File: config.mk
export PLATFORM = sky130hd
export DESIGN_NAME = upd_coh_ctrl
export DESIGN_NICKNAME = d
export VERILOG_FILES = /design/src/rtl/ucoh_pkg.sv /design/src/rtl/ucoh_line_store.sv /design/src/rtl/ucoh_snoop_unit.sv /design/src/rtl/ucoh_proc_ctrl.sv /design/src/rtl/upd_coh_ctrl.sv
export SDC_FILE = /design/constraint.sdc
export NUM_CORES = 1
export LEC_CHECK = 0
export BUFFER_PORTS_ARGS = -buffer_cell sky130_fd_sc_hd__buf_2
export CORE_MARGIN = 4
export CORE_UTILIZATION = 50
export DETAILED_ROUTE_END_ITERATION = 10
export PLACE_DENSITY = 0.81
export SYNTH_ARGS = -nofsm -noshare
export SYNTH_HDL_FRONTEND = slang
export SYNTH_SLANG_ARGS = --single-unit
File: constraint.sdc
create_clock -name clk -period 7.1 [get_ports clk]
set_input_delay 0.355 -clock clk [delete_from_list [all_inputs] [get_ports clk]]
set_output_delay 0.355 -clock clk [all_outputs]
set_load 0.005 [all_outputs]
File: src/rtl/ucoh_pkg.sv
// Shared types for the write-update snoop controller.
// Assumes a one-word line; encodings are fixed because bus ports carry them.
package ucoh_pkg;
    typedef enum logic [1:0] {
        LN_INV   = 2'd0,
        LN_EXCL  = 2'd1,
        LN_SHRD  = 2'd2,
        LN_DIRTY = 2'd3
    } line_st_e;

    typedef enum logic [1:0] {
        BC_NONE  = 2'd0,
        BC_READ  = 2'd1,
        BC_UPDT  = 2'd2,
        BC_WBACK = 2'd3
    } bus_cmd_e;

    typedef enum logic [1:0] {
        C_IDLE  = 2'd0,
        C_EVICT = 2'd1,
        C_XFER  = 2'd2
    } ctl_fsm_e;
endpackage

File: src/rtl/ucoh_line_store.sv
// Holds the tag, data and coherence state of the single modelled line.
// Two write ports: snoop updates win over controller updates. The bus
// protocol keeps the two ports from being active in the same cycle.
module ucoh_line_store
    import ucoh_pkg::*;
#(
    parameter int ADDR_W = 16,
    parameter int DATA_W = 32
) (
    input  logic              clk,
    input  logic              rst_n,
    input  logic              snp_we,
    input  line_st_e          snp_st,
    input  logic [DATA_W-1:0] snp_data,
    input  logic              ctl_we,
    input  logic [ADDR_W-1:0] ctl_tag,
    input  line_st_e          ctl_st,
    input  logic [DATA_W-1:0] ctl_data,
    output line_st_e          ln_st,
    output logic [ADDR_W-1:0] ln_tag,
    output logic [DATA_W-1:0] ln_data
);
    // Line register with snoop-first write priority.
    always_ff @(posedge clk) begin
        if (!rst_n) begin
            ln_st   <= LN_INV;
            ln_tag  <= '0;
            ln_data <= '0;
        end else if (snp_we) begin
            ln_st   <= snp_st;
            ln_data <= snp_data;
        end else if (ctl_we) begin
            ln_st   <= ctl_st;
            ln_tag  <= ctl_tag;
            ln_data <= ctl_data;
        end
    end
endmodule

File: src/rtl/ucoh_snoop_unit.sv
// Combinational snoop responder: compares the snooped aligned address with
// the resident line, drives the shared answer, supplies modified data on a
// snooped read, and produces the line update that the snoop implies.
module ucoh_snoop_unit
    import ucoh_pkg::*;
#(
    parameter int ADDR_W = 16,
    parameter int DATA_W = 32,
    parameter int OFS_W  = 2
) (
    input  logic              snp_valid,
    input  logic              snp_is_update,
    input  logic [ADDR_W-1:0] snp_addr,
    input  logic [DATA_W-1:0] snp_wdata,
    input  line_st_e          ln_st,
    input  logic [ADDR_W-1:0] ln_tag,
    input  logic [DATA_W-1:0] ln_data,
    output logic              snp_shared_out,
    output logic              snp_supply,
    output logic [DATA_W-1:0] snp_supply_data,
    output logic              snp_mem_upd,
    output logic              upd_we,
    output line_st_e          upd_st,
    output logic [DATA_W-1:0] upd_data
);
    localparam logic [ADDR_W-1:0] ALIGN_MASK = {{(ADDR_W-OFS_W){1'b1}}, {OFS_W{1'b0}}};

    logic match;

    // Address match and all snoop-side answers.
    always_comb begin
        match           = snp_valid && (ln_st != LN_INV) && ((snp_addr & ALIGN_MASK) == ln_tag);
        snp_shared_out  = match;
        snp_supply      = match && !snp_is_update && (ln_st == LN_DIRTY);
        snp_mem_upd     = snp_supply;
        snp_supply_data = snp_supply ? ln_data : '0;
        upd_we          = match;
        upd_st          = LN_SHRD;
        upd_data        = snp_is_update ? snp_wdata : ln_data;
    end
endmodule

File: src/rtl/ucoh_proc_ctrl.sv
// Processor-side sequencer: accepts requests, resolves hits locally, and
// runs write-back, fill and update transactions on the bus. Requests are
// refused while a snoop is present or a transaction is outstanding.
// Assumes no snoop arrives while this controller owns the bus.
module ucoh_proc_ctrl
    import ucoh_pkg::*;
#(
    parameter int ADDR_W = 16,
    parameter int DATA_W = 32,
    parameter int OFS_W  = 2
) (
    input  logic              clk,
    input  logic              rst_n,
    input  logic              cpu_req_valid,
    output logic              cpu_req_ready,
    input  logic              cpu_req_write,
    input  logic [ADDR_W-1:0] cpu_req_addr,
    input  logic [DATA_W-1:0] cpu_req_wdata,
    output logic              cpu_resp_valid,
    output logic              cpu_resp_hit,
    output logic [DATA_W-1:0] cpu_resp_rdata,
    output logic              bus_req_valid,
    output logic [1:0]        bus_req_cmd,
    output logic [ADDR_W-1:0] bus_req_addr,
    output logic [DATA_W-1:0] bus_req_wdata,
    input  logic              bus_ack,
    input  logic              bus_shared_in,
    input  logic [DATA_W-1:0] bus_rdata,
    input  logic              snoop_active,
    input  line_st_e          ln_st,
    input  logic [ADDR_W-1:0] ln_tag,
    input  logic [DATA_W-1:0] ln_data,
    output logic              ctl_we,
    output logic [ADDR_W-1:0] ctl_tag,
    output line_st_e          ctl_st,
    output logic [DATA_W-1:0] ctl_data
);
    localparam logic [ADDR_W-1:0] ALIGN_MASK = {{(ADDR_W-OFS_W){1'b1}}, {OFS_W{1'b0}}};

    ctl_fsm_e          fsm;
    logic              op_write;
    logic              op_hit;
    logic [ADDR_W-1:0] op_tag;
    logic [DATA_W-1:0] op_wdata;
    logic [ADDR_W-1:0] req_tag;
    logic              req_hit;
    logic              accept;

    // Request decode and handshake.
    always_comb begin
        req_tag       = cpu_req_addr & ALIGN_MASK;
        req_hit       = (ln_st != LN_INV) && (ln_tag == req_tag);
        cpu_req_ready = (fsm == C_IDLE) && !snoop_active;
        accept        = cpu_req_valid && cpu_req_ready;
    end

    // Bus request outputs, derived from registered state only.
    always_comb begin
        bus_req_valid = (fsm != C_IDLE);
        bus_req_cmd   = BC_NONE;
        bus_req_addr  = '0;
        bus_req_wdata = '0;
        if (fsm == C_EVICT) begin
            bus_req_cmd   = BC_WBACK;
            bus_req_addr  = ln_tag;
            bus_req_wdata = ln_data;
        end else if (fsm == C_XFER) begin
            bus_req_cmd   = op_write ? BC_UPDT : BC_READ;
            bus_req_addr  = op_tag;
            bus_req_wdata = op_write ? op_wdata : '0;
        end
    end

    // Line updates requested by the processor side.
    always_comb begin
        ctl_we   = 1'b0;
        ctl_tag  = ln_tag;
        ctl_st   = ln_st;
        ctl_data = ln_data;
        unique case (fsm)
            C_IDLE: begin
                if (accept && req_hit && cpu_req_write) begin
                    ctl_we   = 1'b1;
                    ctl_data = cpu_req_wdata;
                    ctl_st   = (ln_st == LN_SHRD) ? LN_SHRD : LN_DIRTY;
                end
            end
            C_EVICT: begin
                if (bus_ack) begin
                    ctl_we = 1'b1;
                    ctl_st = LN_INV;
                end
            end
            C_XFER: begin
                if (bus_ack) begin
                    ctl_we  = 1'b1;
                    ctl_tag = op_tag;
                    if (!op_write) begin
                        ctl_data = bus_rdata;
                        ctl_st   = bus_shared_in ? LN_SHRD : LN_EXCL;
                    end else if (op_hit) begin
                        ctl_data = op_wdata;
                        ctl_st   = bus_shared_in ? LN_SHRD : LN_EXCL;
                    end else begin
                        ctl_data = op_wdata;
                        ctl_st   = bus_shared_in ? LN_SHRD : LN_DIRTY;
                    end
                end
            end
            default: ;
        endcase
    end

    // Sequencer state, captured request and response registers.
    always_ff @(posedge clk) begin
        if (!rst_n) begin
            fsm            <= C_IDLE;
            op_write       <= 1'b0;
            op_hit         <= 1'b0;
            op_tag         <= '0;
            op_wdata       <= '0;
            cpu_resp_valid <= 1'b0;
            cpu_resp_hit   <= 1'b0;
            cpu_resp_rdata <= '0;
        end else begin
            cpu_resp_valid <= 1'b0;
            unique case (fsm)
                C_IDLE: begin
                    if (accept) begin
                        op_write <= cpu_req_write;
                        op_hit   <= req_hit;
                        op_tag   <= req_tag;
                        op_wdata <= cpu_req_wdata;
                        if (req_hit && !(cpu_req_write && ln_st == LN_SHRD)) begin
                            cpu_resp_valid <= 1'b1;
                            cpu_resp_hit   <= 1'b1;
                            cpu_resp_rdata <= cpu_req_write ? cpu_req_wdata : ln_data;
                        end else if (!req_hit && ln_st == LN_DIRTY) begin
                            fsm <= C_EVICT;
                        end else begin
                            fsm <= C_XFER;
                        end
                    end
                end
                C_EVICT: begin
                    if (bus_ack) fsm <= C_XFER;
                end
                C_XFER: begin
                    if (bus_ack) begin
                        cpu_resp_valid <= 1'b1;
                        cpu_resp_hit   <= op_hit;
                        cpu_resp_rdata <= op_write ? op_wdata : bus_rdata;
                        fsm            <= C_IDLE;
                    end
                end
                default: fsm <= C_IDLE;
            endcase
        end
    end
endmodule

File: src/rtl/upd_coh_ctrl.sv
// Top of the single-line write-update snoop controller: joins the line
// store, the snoop responder and the processor-side sequencer.
// Assumes the bus never shows a snoop while this block owns the bus.
module upd_coh_ctrl
    import ucoh_pkg::*;
#(
    parameter int ADDR_W = 16,
    parameter int DATA_W = 32,
    parameter int OFS_W  = 2
) (
    input  logic              clk,
    input  logic              rst_n,
    input  logic              cpu_req_valid,
    output logic              cpu_req_ready,
    input  logic              cpu_req_write,
    input  logic [ADDR_W-1:0] cpu_req_addr,
    input  logic [DATA_W-1:0] cpu_req_wdata,
    output logic              cpu_resp_valid,
    output logic              cpu_resp_hit,
    output logic [DATA_W-1:0] cpu_resp_rdata,
    output logic              bus_req_valid,
    output logic [1:0]        bus_req_cmd,
    output logic [ADDR_W-1:0] bus_req_addr,
    output logic [DATA_W-1:0] bus_req_wdata,
    input  logic              bus_ack,
    input  logic              bus_shared_in,
    input  logic [DATA_W-1:0] bus_rdata,
    input  logic              snp_valid,
    input  logic              snp_is_update,
    input  logic [ADDR_W-1:0] snp_addr,
    input  logic [DATA_W-1:0] snp_wdata,
    output logic              snp_shared_out,
    output logic              snp_supply,
    output logic [DATA_W-1:0] snp_supply_data,
    output logic              snp_mem_upd
);
    line_st_e          ln_st;
    logic [ADDR_W-1:0] ln_tag;
    logic [DATA_W-1:0] ln_data;
    logic              s_we;
    line_st_e          s_st;
    logic [DATA_W-1:0] s_data;
    logic              c_we;
    logic [ADDR_W-1:0] c_tag;
    line_st_e          c_st;
    logic [DATA_W-1:0] c_data;

    ucoh_line_store #(.ADDR_W(ADDR_W), .DATA_W(DATA_W)) u_store (
        .clk(clk), .rst_n(rst_n),
        .snp_we(s_we), .snp_st(s_st), .snp_data(s_data),
        .ctl_we(c_we), .ctl_tag(c_tag), .ctl_st(c_st), .ctl_data(c_data),
        .ln_st(ln_st), .ln_tag(ln_tag), .ln_data(ln_data)
    );

    ucoh_snoop_unit #(.ADDR_W(ADDR_W), .DATA_W(DATA_W), .OFS_W(OFS_W)) u_snoop (
        .snp_valid(snp_valid), .snp_is_update(snp_is_update),
        .snp_addr(snp_addr), .snp_wdata(snp_wdata),
        .ln_st(ln_st), .ln_tag(ln_tag), .ln_data(ln_data),
        .snp_shared_out(snp_shared_out), .snp_supply(snp_supply),
        .snp_supply_data(snp_supply_data), .snp_mem_upd(snp_mem_upd),
        .upd_we(s_we), .upd_st(s_st), .upd_data(s_data)
    );

    ucoh_proc_ctrl #(.ADDR_W(ADDR_W), .DATA_W(DATA_W), .OFS_W(OFS_W)) u_ctrl (
        .clk(clk), .rst_n(rst_n),
        .cpu_req_valid(cpu_req_valid), .cpu_req_ready(cpu_req_ready),
        .cpu_req_write(cpu_req_write), .cpu_req_addr(cpu_req_addr),
        .cpu_req_wdata(cpu_req_wdata),
        .cpu_resp_valid(cpu_resp_valid), .cpu_resp_hit(cpu_resp_hit),
        .cpu_resp_rdata(cpu_resp_rdata),
        .bus_req_valid(bus_req_valid), .bus_req_cmd(bus_req_cmd),
        .bus_req_addr(bus_req_addr), .bus_req_wdata(bus_req_wdata),
        .bus_ack(bus_ack), .bus_shared_in(bus_shared_in), .bus_rdata(bus_rdata),
        .snoop_active(snp_valid),
        .ln_st(ln_st), .ln_tag(ln_tag), .ln_data(ln_data),
        .ctl_we(c_we), .ctl_tag(c_tag), .ctl_st(c_st), .ctl_data(c_data)
    );
endmodule

After elaboration in Yosys (flattened, before gate mapping)
Cells that the tools add are included.
Cells by class
  equal/unequal tests: 16
  bitwise operators: 2
  mux-type cells: 46
  reductions and logical operators: 33
Operators with widths (count)
  $mux W32: 13
  $pmux W32 S2: 2
  $mux W16: 2
  $mux W2: 15
  $eq A14 B14 Y1: 2
  $reduce_and A5 Y1: 3
  $logic_and A1 B1 Y1: 12
  $ne A2 B2 Y1 const B: 6
  $pmux W2 S3: 2
  $reduce_and A4 Y1: 3
  $mux W1: 9
  $ne A3 B3 Y1 const B: 3
  $reduce_bool A2 Y1: 4
  $eq A2 B2 Y1 const B: 3
  $pmux W1 S2: 3
  $reduce_bool A3 Y1: 2
  $logic_not A1 Y1: 4
  $reduce_bool A4 Y1: 1
  $reduce_or A2 Y1: 2
  $eq A2 B1 Y1 const B: 1
  $logic_not A2 Y1: 1
  $ne A2 B1 Y1 const B: 1
  $not A1 Y1: 2
  $reduce_and A2 Y1: 1
Storage, ports and cells
  logic and storage cells: 109
  input port bits: 136
  output and inout bits: 121
  register bits after elaboration: 132

Logic depth before layout (Yosys ltp)
Gate-level depths: netlist of run 1.
  word-level depth: 9
  mapped depth: 9
  mapped depth without buffers: 8

Hierarchy
Synthesis of run 1 repeated with hierarchy kept, for this count alone.
Unflattened totals
  cell total of the unflattened synthesis: 1247
  area, all modules: 9357.7 um^2
Modules (own cells, without submodules)
  ucoh_proc_ctrl: instances 1, cells each 849, area each 6144.6 um^2, sequential area each 1681.6 um^2
  ucoh_line_store: instances 1, cells each 223, area each 2050.7 um^2, sequential area each 1001.0 um^2
  ucoh_snoop_unit: instances 1, cells each 175, area each 1162.4 um^2, sequential area each 0.0 um^2

Worst setup path after synthesis of run 1
Ideal clock, no wire load.
  kind: input to output
  start: input port snp_addr[8]
  end: output port snp_supply_data[22]
  buffers on the path: 1
  slack: 4.447 ns
  required time: 6.745 ns
  stages on the path: 6
  data arrival time: 2.298 ns
  cell sequence: xor2_1 or4_1 nor4_2 nor3b_2 clkbuf_1 and2_1
Between the ends
  word-level cells in the longest chain between the ends: 5
RTL lines
  start, declared: RTL line upd_coh_ctrl.sv:30  | input logic [ADDR_W-1:0] snp_addr,
  $eq A14 B14 Y1: RTL line ucoh_snoop_unit.sv:32  | match = snp_valid && (ln_st != LN_INV) && ((snp_addr & ALIGN_MASK) == ln_tag);
  $logic_and A1 B1 Y1: RTL line ucoh_snoop_unit.sv:32
  $logic_and A1 B1 Y1 (2 in a row): RTL line ucoh_snoop_unit.sv:34  | snp_supply = match && !snp_is_update && (ln_st == LN_DIRTY);
  via snp_mem_upd: RTL line upd_coh_ctrl.sv:35  | output logic snp_mem_upd
  $mux W32: RTL line ucoh_snoop_unit.sv:36  | snp_supply_data = snp_supply ? ln_data : '0;
  end, declared: RTL line upd_coh_ctrl.sv:34  | output logic [DATA_W-1:0] snp_supply_data,
The timed path passes the listed nets, and every way through them passes these cells.

Final worst setup path of run 1
  start: register u_store.ln_tag[8]
  end: output port snp_supply_data[20]
Between the ends
  word-level cells in the longest chain between the ends: 5
RTL lines
  start, declared: RTL line ucoh_line_store.sv:20  | output logic [ADDR_W-1:0] ln_tag,
  start signal, assigned: RTL line ucoh_line_store.sv:34  | ln_tag <= ctl_tag;
  $eq A14 B14 Y1: RTL line ucoh_snoop_unit.sv:32
  $logic_and A1 B1 Y1: RTL line ucoh_snoop_unit.sv:32
  $logic_and A1 B1 Y1 (2 in a row): RTL line ucoh_snoop_unit.sv:34
  $mux W32: RTL line ucoh_snoop_unit.sv:36
Every way passes these cells.

==> results of run 1 <==
## metal layers
| metal | up-vias | GRT usage | part of all wire |
|---|---|---|---|
| met5 | - | 0 | 0.0014 |
| met4 | 4 | 0.0980 | 0.018 |
| met3 | 47 | 0.0756 | 0.084 |
| met2 | 353 | 0.454 | 0.49 |
| met1 | 3751 | 0.325 | 0.41 |
| li1 | 3905 | - | - |
## cell families (layout without fill, tap and decap cells)
| kind of cell | count (synthesis) | after routing | synth area share |
|---|---|---|---|
| buffers and inverters | 96 | 303 | 0.0542 |
| flip-flops | 132 | 132 | 0.328 |
| multiplexers | 146 | 146 | 0.182 |
| adder cells (fa/ha/maj) | 4 | 4 | 0.00621 |
| XOR/XNOR | 24 | 24 | 0.0261 |
| AND/OR/NAND/NOR | 459 | 459 | 0.252 |
| AO/OA/AOI/OAI | 183 | 183 | 0.151 |
| other | 1 | 2 | 0.000465 |
## sequential cells by signal, indices dropped and copies added, names as in the netlist
register               cells
u_ctrl.cpu_resp_rdata     32
u_ctrl.cpu_resp_hit        1
u_ctrl.op_wdata           32
u_ctrl.op_write            1
u_ctrl.op_hit              1
u_ctrl.cpu_resp_valid      1
u_store.ln_tag            14
u_store.ln_st              2
u_store.ln_data           32
u_ctrl.fsm                 2
u_ctrl.op_tag             14
## power by group
part / switching, mW / leakage (nW) / internal (mW)
Sequential: 0.0255 / 1.07 / 0.783
Clock: 0.326 / 0.288 / 0.562
Combinational: 0.268 / 3.13 / 0.173
## path summary, 6_finish.rpt
| check | startpoint | end | slack [ns] | cells past startpoint |
|---|---|---|---|---|
| setup / recovery | u_store.ln_tag[8]$_SDFFE_PN0P_ | snp_supply_data[20] | 3.29 | 8 |
| setup reg to reg | u_store.ln_tag[8]$_SDFFE_PN0P_ | u_store.ln_data[27]$_SDFFE_PN0P_ | 3.85 | 8 |
| hold / removal | cpu_req_wdata[19] | u_ctrl.op_wdata[19]$_SDFFE_PN0P_ | 0.20 | 3 |
| hold reg to reg | u_ctrl.cpu_resp_rdata[20]$_SDFFE_PN0P_ | u_ctrl.cpu_resp_rdata[20]$_SDFFE_PN0P_ | 0.45 | 2 |
## synth_stat cells, types with 2 or more instances
library cell                 n
sky130_fd_sc_hd__mux2i_1   145
sky130_fd_sc_hd__buf_12      3
sky130_fd_sc_hd__nor3_1      2
sky130_fd_sc_hd__xnor2_1    16
sky130_fd_sc_hd__a21oi_1     2
sky130_fd_sc_hd__nand4_1     4
sky130_fd_sc_hd__xor2_1      8
sky130_fd_sc_hd__nand3_1    35
sky130_fd_sc_hd__buf_2       7
sky130_fd_sc_hd__and2_1     65
sky130_fd_sc_hd__nor2_1     39
sky130_fd_sc_hd__o21bai_1    3
sky130_fd_sc_hd__ha_1        4
sky130_fd_sc_hd__o21ai_0    85
sky130_fd_sc_hd__dfxtp_1   132
sky130_fd_sc_hd__a22o_1     32
sky130_fd_sc_hd__nand2_1   289
sky130_fd_sc_hd__buf_4       3
sky130_fd_sc_hd__o22ai_1     2
sky130_fd_sc_hd__nor4_1      5
sky130_fd_sc_hd__or3_1       2
sky130_fd_sc_hd__nor2b_1     7
sky130_fd_sc_hd__or4_1       3
sky130_fd_sc_hd__o31a_1      2
sky130_fd_sc_hd__inv_1       9
sky130_fd_sc_hd__clkbuf_1   61
sky130_fd_sc_hd__a21boi_0   52
sky130_fd_sc_hd__buf_1      11
## stage by stage
step / std cells / hold slack [ns]
CTS: 1469 / 0.195
detailed placement: 1437 / 0.450
global placement: 1437 / 0.442
finish: 1469 / 0.199
floorplan: 1046 / 0.452
global route: 1469 / 0.202
## cell type report
class,count,area share
multi-input cells,818,0.507
inverters,10,0.00379
flip-flops and latches,132,0.267
repair buffers,261,0.135
clock inverters,8,0.00984
well taps,216,0.0273
clock buffers,24,0.0506
## worst reg2reg max path, stage by stage (launching register included)
cell and delay (ns):
sky130_fd_sc_hd__dfxtp_1 0.35, sky130_fd_sc_hd__xor2_1 0.18, sky130_fd_sc_hd__or4_1 0.58, sky130_fd_sc_hd__nor4_4 0.28, sky130_fd_sc_hd__buf_4 0.60, sky130_fd_sc_hd__mux2i_1 0.25, sky130_fd_sc_hd__o21ai_4 0.09, sky130_fd_sc_hd__buf_4 0.53
sky130_fd_sc_hd__mux2i_1 0.31
==> metrics.cfg, run 1 <==
[clock_network]
postCtsSetupRepairBufs = 0
clockRootBuffer = sky130_fd_sc_hd__clkbuf_16
cts_tree = built
cts_buffers = 17
htree_num_levels = 4
ctsResizeCount = 0
insertion_delay_ns = 0.42
cts_hold_buf = 0
clk_transition_reported_paths_ns = 0.06
cts.sink_count = 132
clockBufferDepth = 2

[placement]
placement.io_buffers = 250
place_hpwl_um = 15400
place.gp.congestion = 0.857
dp_slack_ns = 3.63
placement.cell_area_mm2 = 0.00931

[final_layout]
layout_common_cells = sky130_fd_sc_hd__nand2_1 (289), sky130_fd_sc_hd__buf_2 (249), sky130_fd_sc_hd__mux2i_1 (145)
fillerInstances = 1375
postLayoutCoreUtil = 0.626
mostFrequentLayoutCell = sky130_fd_sc_hd__nand2_1
final_layout_size_suffix_gt1_frac = 0.244
final_nets = 1380
register_area_mm2 = 0.00264
area_taken_by_multi_input_logic_gates_mm2 = 0.00502
area_growth_pct = 23.0
finalInstanceArea_mm2 = 0.00991
antennaDiodeCount = 0

[global_route]
vias_in_the_first_global_route = 7705
globalRouteTotalUtil = 0.268
grt_start_max_net_pins = 122
global_route_wire_length_before_repair_um = 39300
antenna_found_initial = 2
gr-total-overflow = 0

[synthesis]
syn-mean-instance-area_um2 = 7.71
ys_ff_latch = 132
yosys_warnings = 0
synth_edf_count = 0
sequential_element_share_of_the_synthesized_area = 0.328
leading_cell_types_by_total_area_after_synthesis = sky130_fd_sc_hd__dfxtp_1 (33%), sky130_fd_sc_hd__mux2i_1 (18%), sky130_fd_sc_hd__nand2_1 (13%)
post-synth-top-area-cell = sky130_fd_sc_hd__dfxtp_1
synth_area_mm2 = 0.00806
post-synth-top-area-fraction = 0.328
postSynth.asyncResetShare = 0
syn_inst = 1045
synth_top_flop_cell = sky130_fd_sc_hd__dfxtp_1
library_cells_used_by_synthesis = 45

[setup_path]
most_used_cell_cp = sky130_fd_sc_hd__buf_4
delay_of_the_slowest_critical_path_stage_ns = 0.60
cell_chain_of_the_critical_path = xor2_1 > or4_1 > nor4_4 > buf_4 > nor3b_4 > buf_4 > and2_1 > buf_2
cp_max_delay_cell = sky130_fd_sc_hd__buf_4
worstSetupPathType = reg2out
timing.critical_path.fanout_max = 71
worst_setup_ep_type = output port
worst-endpoint-required_ns = 6.74
worstPathArrival_ns = 3.45
path_buf_inv = 3
cp_top_family = simple AND/OR/NAND/NOR gates
critPathLaunchType = flop

[sta]
setup_total_negative_slack_ns = 0
max-slew-margin-rel = 0.275
post-route-min-period_ns = 3.81
timing.final.crit_share = 0.536
grt_setup_unrepaired = no
report.final.slew_viol_count = 0
worstMarginPinSlew_ns = 1.09
setup_violations = 0
fmax_ghz = 0.263
finClkSkew_ns = 0.0181
hold_viol_final = 0
fin_ws_ns = 3.29

[die]
initial_core_util = 0.509
boundaryPins = 257
floorplan.die_area_mm2 = 0.0182
fp.coreArea_mm2 = 0.0158
die_w_um = 135
site_rows = 46
die_y_um = 135

[detailed_routing]
post_drt_via_cell_ratio = 5.49
totalWireLength_um = 25000
num_vias = 8060
detail_route.drc_violations = 0
post_drt_wl_per_cell_um = 17.0
drt_iter0_markers = 576
detail-route-antenna-nets = 0
detail_route.first_pass.iterations = 5

[status]
status = finished clean

[pwr]
power.density_cell_area_mw_per_mm2 = 216
power_mw = 2.14
power.leakage_nw = 4.49
irDropWorstVdd_mv = 0.164

[job]
drv.max_cap_violation_count = 0

[min_path]
worst_hold_check_path_type = in2reg

Power figures use the tool's default switching activity.
==> inputs of run 2 (changes only) <==
==> constraint.sdc (replaced) <==
create_clock -name clk -period 3.6 [get_ports clk]
set_input_delay 0.18 -clock clk [delete_from_list [all_inputs] [get_ports clk]]
set_output_delay 0.18 -clock clk [all_outputs]
set_load 0.005 [all_outputs]
==> metrics.cfg, run 2 (same netlist as run 1, synthesis figures left out) <==
[final_layout]
area_growth_pct = 24.5
final_nets = 1384  ; +0.29%
fillerInstances = 1408  ; +2.4%
final_layout_size_suffix_gt1_frac = 0.248  ; +0.00340
layout_common_cells = sky130_fd_sc_hd__nand2_1 (289), sky130_fd_sc_hd__buf_2 (249), sky130_fd_sc_hd__mux2i_1 (145)
mostFrequentLayoutCell = sky130_fd_sc_hd__nand2_1
layout_top_registers = u_ctrl.cpu_resp_rdata x32, u_ctrl.op_wdata x32, u_store.ln_data x32

[setup_path]
regToRegStartpoint = u_store.ln_tag[2]$_SDFFE_PN0P_
rrSetupSlack_ns = 0.74  ; -3.11 ns
r2r.worst_path.cells = 6  ; -2
cp-startpoint = u_store.ln_tag[8]$_SDFFE_PN0P_
worstPathArrival_ns = 3.04  ; -0.41 ns
critPathLaunchType = flop
worst_setup_ep_type = output port
critical_path.reg2reg.endpoint = u_store.ln_tag[12]$_SDFFE_PN0P_
worstSetupPathType = reg2out
worst-endpoint-required_ns = 3.42  ; -3.32 ns
timing.critical_path.fanout_max = 34  ; -52%
crit_end = snp_supply_data[20]

[die]
initial_core_util = 0.509  ; unchanged
boundaryPins = 257  ; unchanged
floorplan.die_area_mm2 = 0.0182  ; unchanged
site_rows = 46  ; unchanged
die_w_um = 135  ; unchanged
fp.coreArea_mm2 = 0.0158  ; unchanged
die_y_um = 135  ; unchanged

[clock_network]
cts_tree = built
clk_transition_reported_paths_ns = 0.06  ; about the same
postCtsSetupRepairBufs = 0  ; unchanged
cts_hold_buf = 0  ; unchanged
htree_num_levels = 4  ; unchanged
clockRootBuffer = sky130_fd_sc_hd__clkbuf_16
cts.sink_count = 132  ; unchanged
insertion_delay_ns = 0.42  ; about the same
clockBufferDepth = 2  ; unchanged
ctsResizeCount = 0  ; unchanged
cts_buffers = 17  ; unchanged

[global_route]
globalRouteTotalUtil = 0.271  ; +0.00288
grt_start_max_net_pins = 128  ; +4.9%
antenna_found_initial = 4  ; +2
global_route_wire_length_before_repair_um = 39100  ; -0.32%
gr-total-overflow = 0  ; unchanged
vias_in_the_first_global_route = 7534  ; -2.2%

[job]
drv.max_cap_violation_count = 0  ; unchanged

[sta]
grt_setup_unrepaired = no
setup_violations = 0  ; unchanged
hold_viol_final = 0  ; unchanged
fmax_ghz = 0.311
fin_ws_ns = 0.382  ; -2.91 ns
worstMarginPinSlew_ns = 0.864  ; -0.224 ns
setup_total_negative_slack_ns = 0  ; unchanged
report.final.slew_viol_count = 0  ; unchanged
finClkSkew_ns = 0.0117  ; -0.00635 ns
max-slew-margin-rel = 0.424  ; +0.149
timing.final.crit_share = 0.894
post-route-min-period_ns = 3.22

[detailed_routing]
drt_iter0_markers = 643  ; +12%
totalWireLength_um = 25200  ; +0.94%
post_drt_via_cell_ratio = 5.46  ; -0.50%
post_drt_wl_per_cell_um = 17.1  ; +0.60%
detail_route.drc_violations = 0  ; unchanged
num_vias = 8047  ; -0.16%
detail-route-antenna-nets = 0  ; unchanged
detail_route.first_pass.iterations = 6  ; +1

[placement]
place_hpwl_um = 16400  ; +6.3%
placement.io_buffers = 250  ; unchanged
dp_slack_ns = 0.763  ; -2.87 ns
place.gp.congestion = 0.880  ; +2.6%

[pwr]
irDropWorstVdd_mv = 0.322  ; +96%
power.density_cell_area_mw_per_mm2 = 440  ; +100%
power.leakage_nw = 4.54  ; +1.1%

[min_path]
worst_hold_check_path_type = in2reg

[status]
status = finished clean

==> run 2: cell count changes in the layout (fill, tap and decap cells not counted) <==
cell and change:
sky130_fd_sc_hd__buf_12 +2, sky130_fd_sc_hd__buf_4 +2, sky130_fd_sc_hd__bufinv_16 +3, sky130_fd_sc_hd__clkbuf_1 -2, sky130_fd_sc_hd__clkbuf_8 -3, sky130_fd_sc_hd__clkinv_2 -2
sky130_fd_sc_hd__clkinv_4 +3, sky130_fd_sc_hd__diode_2 +2
==> run 2: final cells by class <==
| class | instances | area [um2] | area share |
|---|---|---|---|
| Clock buffer | 19 | 453 | 0.0452 |
| Inverter | 10 | 37.5 | 0.00374 |
| Tap cell | 216 | 270 | 0.0269 |
| Timing Repair Buffer | 265 | 1400 | 0.139 |
| Clock inverter | 12 | 204 | 0.0203 |
| Sequential cell | 132 | 2640 | 0.264 |
| Antenna cell | 2 | 5.00 | 0.000499 |
| Multi-Input combinational cell | 818 | 5020 | 0.501 |
==> run 2: how the worst min path moves through the flow <==
stage / start / slack [ns] / to / cells after the start
after floorplan: cpu_req_addr[10] / 0.32 / u_ctrl.op_tag[10]$_SDFFE_PN0P_ / 2
after global placement: u_ctrl.cpu_resp_rdata[6]$_SDFFE_PN0P_ / 0.44 / u_ctrl.cpu_resp_rdata[6]$_SDFFE_PN0P_ / 2
after detailed placement: u_ctrl.cpu_resp_rdata[7]$_SDFFE_PN0P_ / 0.45 / u_ctrl.cpu_resp_rdata[7]$_SDFFE_PN0P_ / 2
after CTS: cpu_req_wdata[18] / 0.001 / u_ctrl.op_wdata[18]$_SDFFE_PN0P_ / 3
after global routing: cpu_req_wdata[7] / 0.02 / u_ctrl.op_wdata[7]$_SDFFE_PN0P_ / 3
final: cpu_req_wdata[18] / 0.02 / u_ctrl.op_wdata[18]$_SDFFE_PN0P_ / 3
==> run 2: metrics by stage <==
step / power [mW] / utilization / instance area (um2) / hold slack, ns / std cells
4_1_cts: 4.44 / 0.633 / 10000 / 0.00115 / 1472
6_report: 4.41 / 0.634 / 10000 / 0.0225 / 1474
3_5_place_dp: 2.50 / 0.592 / 9370 / 0.451 / 1441
2_1_floorplan: 2.19 / - / 8060 / 0.325 / 1046
3_3_place_gp: 2.48 / 0.592 / 9370 / 0.442 / 1441
5_1_grt: 4.61 / 0.634 / 10000 / 0.0218 / 1474
==> run 2: where the power goes <==
group          internal [mW]  switching, mW
clock network           1.26          0.669
logic                  0.349          0.529
registers               1.54         0.0565
==> run 2: routing by layer <==
layer / wire length (um) / vias to the layer above / track usage / share of wire
met4: 604 / 4 / 0.102 / 0.024
li1: - / 3928 / - / -
met2: 12000 / 346 / 0.446 / 0.47
met1: 10500 / 3716 / 0.341 / 0.42
met3: 2080 / 53 / 0.0719 / 0.082
met5: 26 / - / 0 / 0.0010
==> run 2: critical path: stages, from the launching register on <==
cell	delay, ns
sky130_fd_sc_hd__dfxtp_1	0.37
sky130_fd_sc_hd__xor2_1	0.19
sky130_fd_sc_hd__or4_1	0.57
sky130_fd_sc_hd__nor4_4	0.49
sky130_fd_sc_hd__nor3b_4	0.25
sky130_fd_sc_hd__buf_4	0.40
sky130_fd_sc_hd__and2_1	0.23
sky130_fd_sc_hd__buf_2	0.12
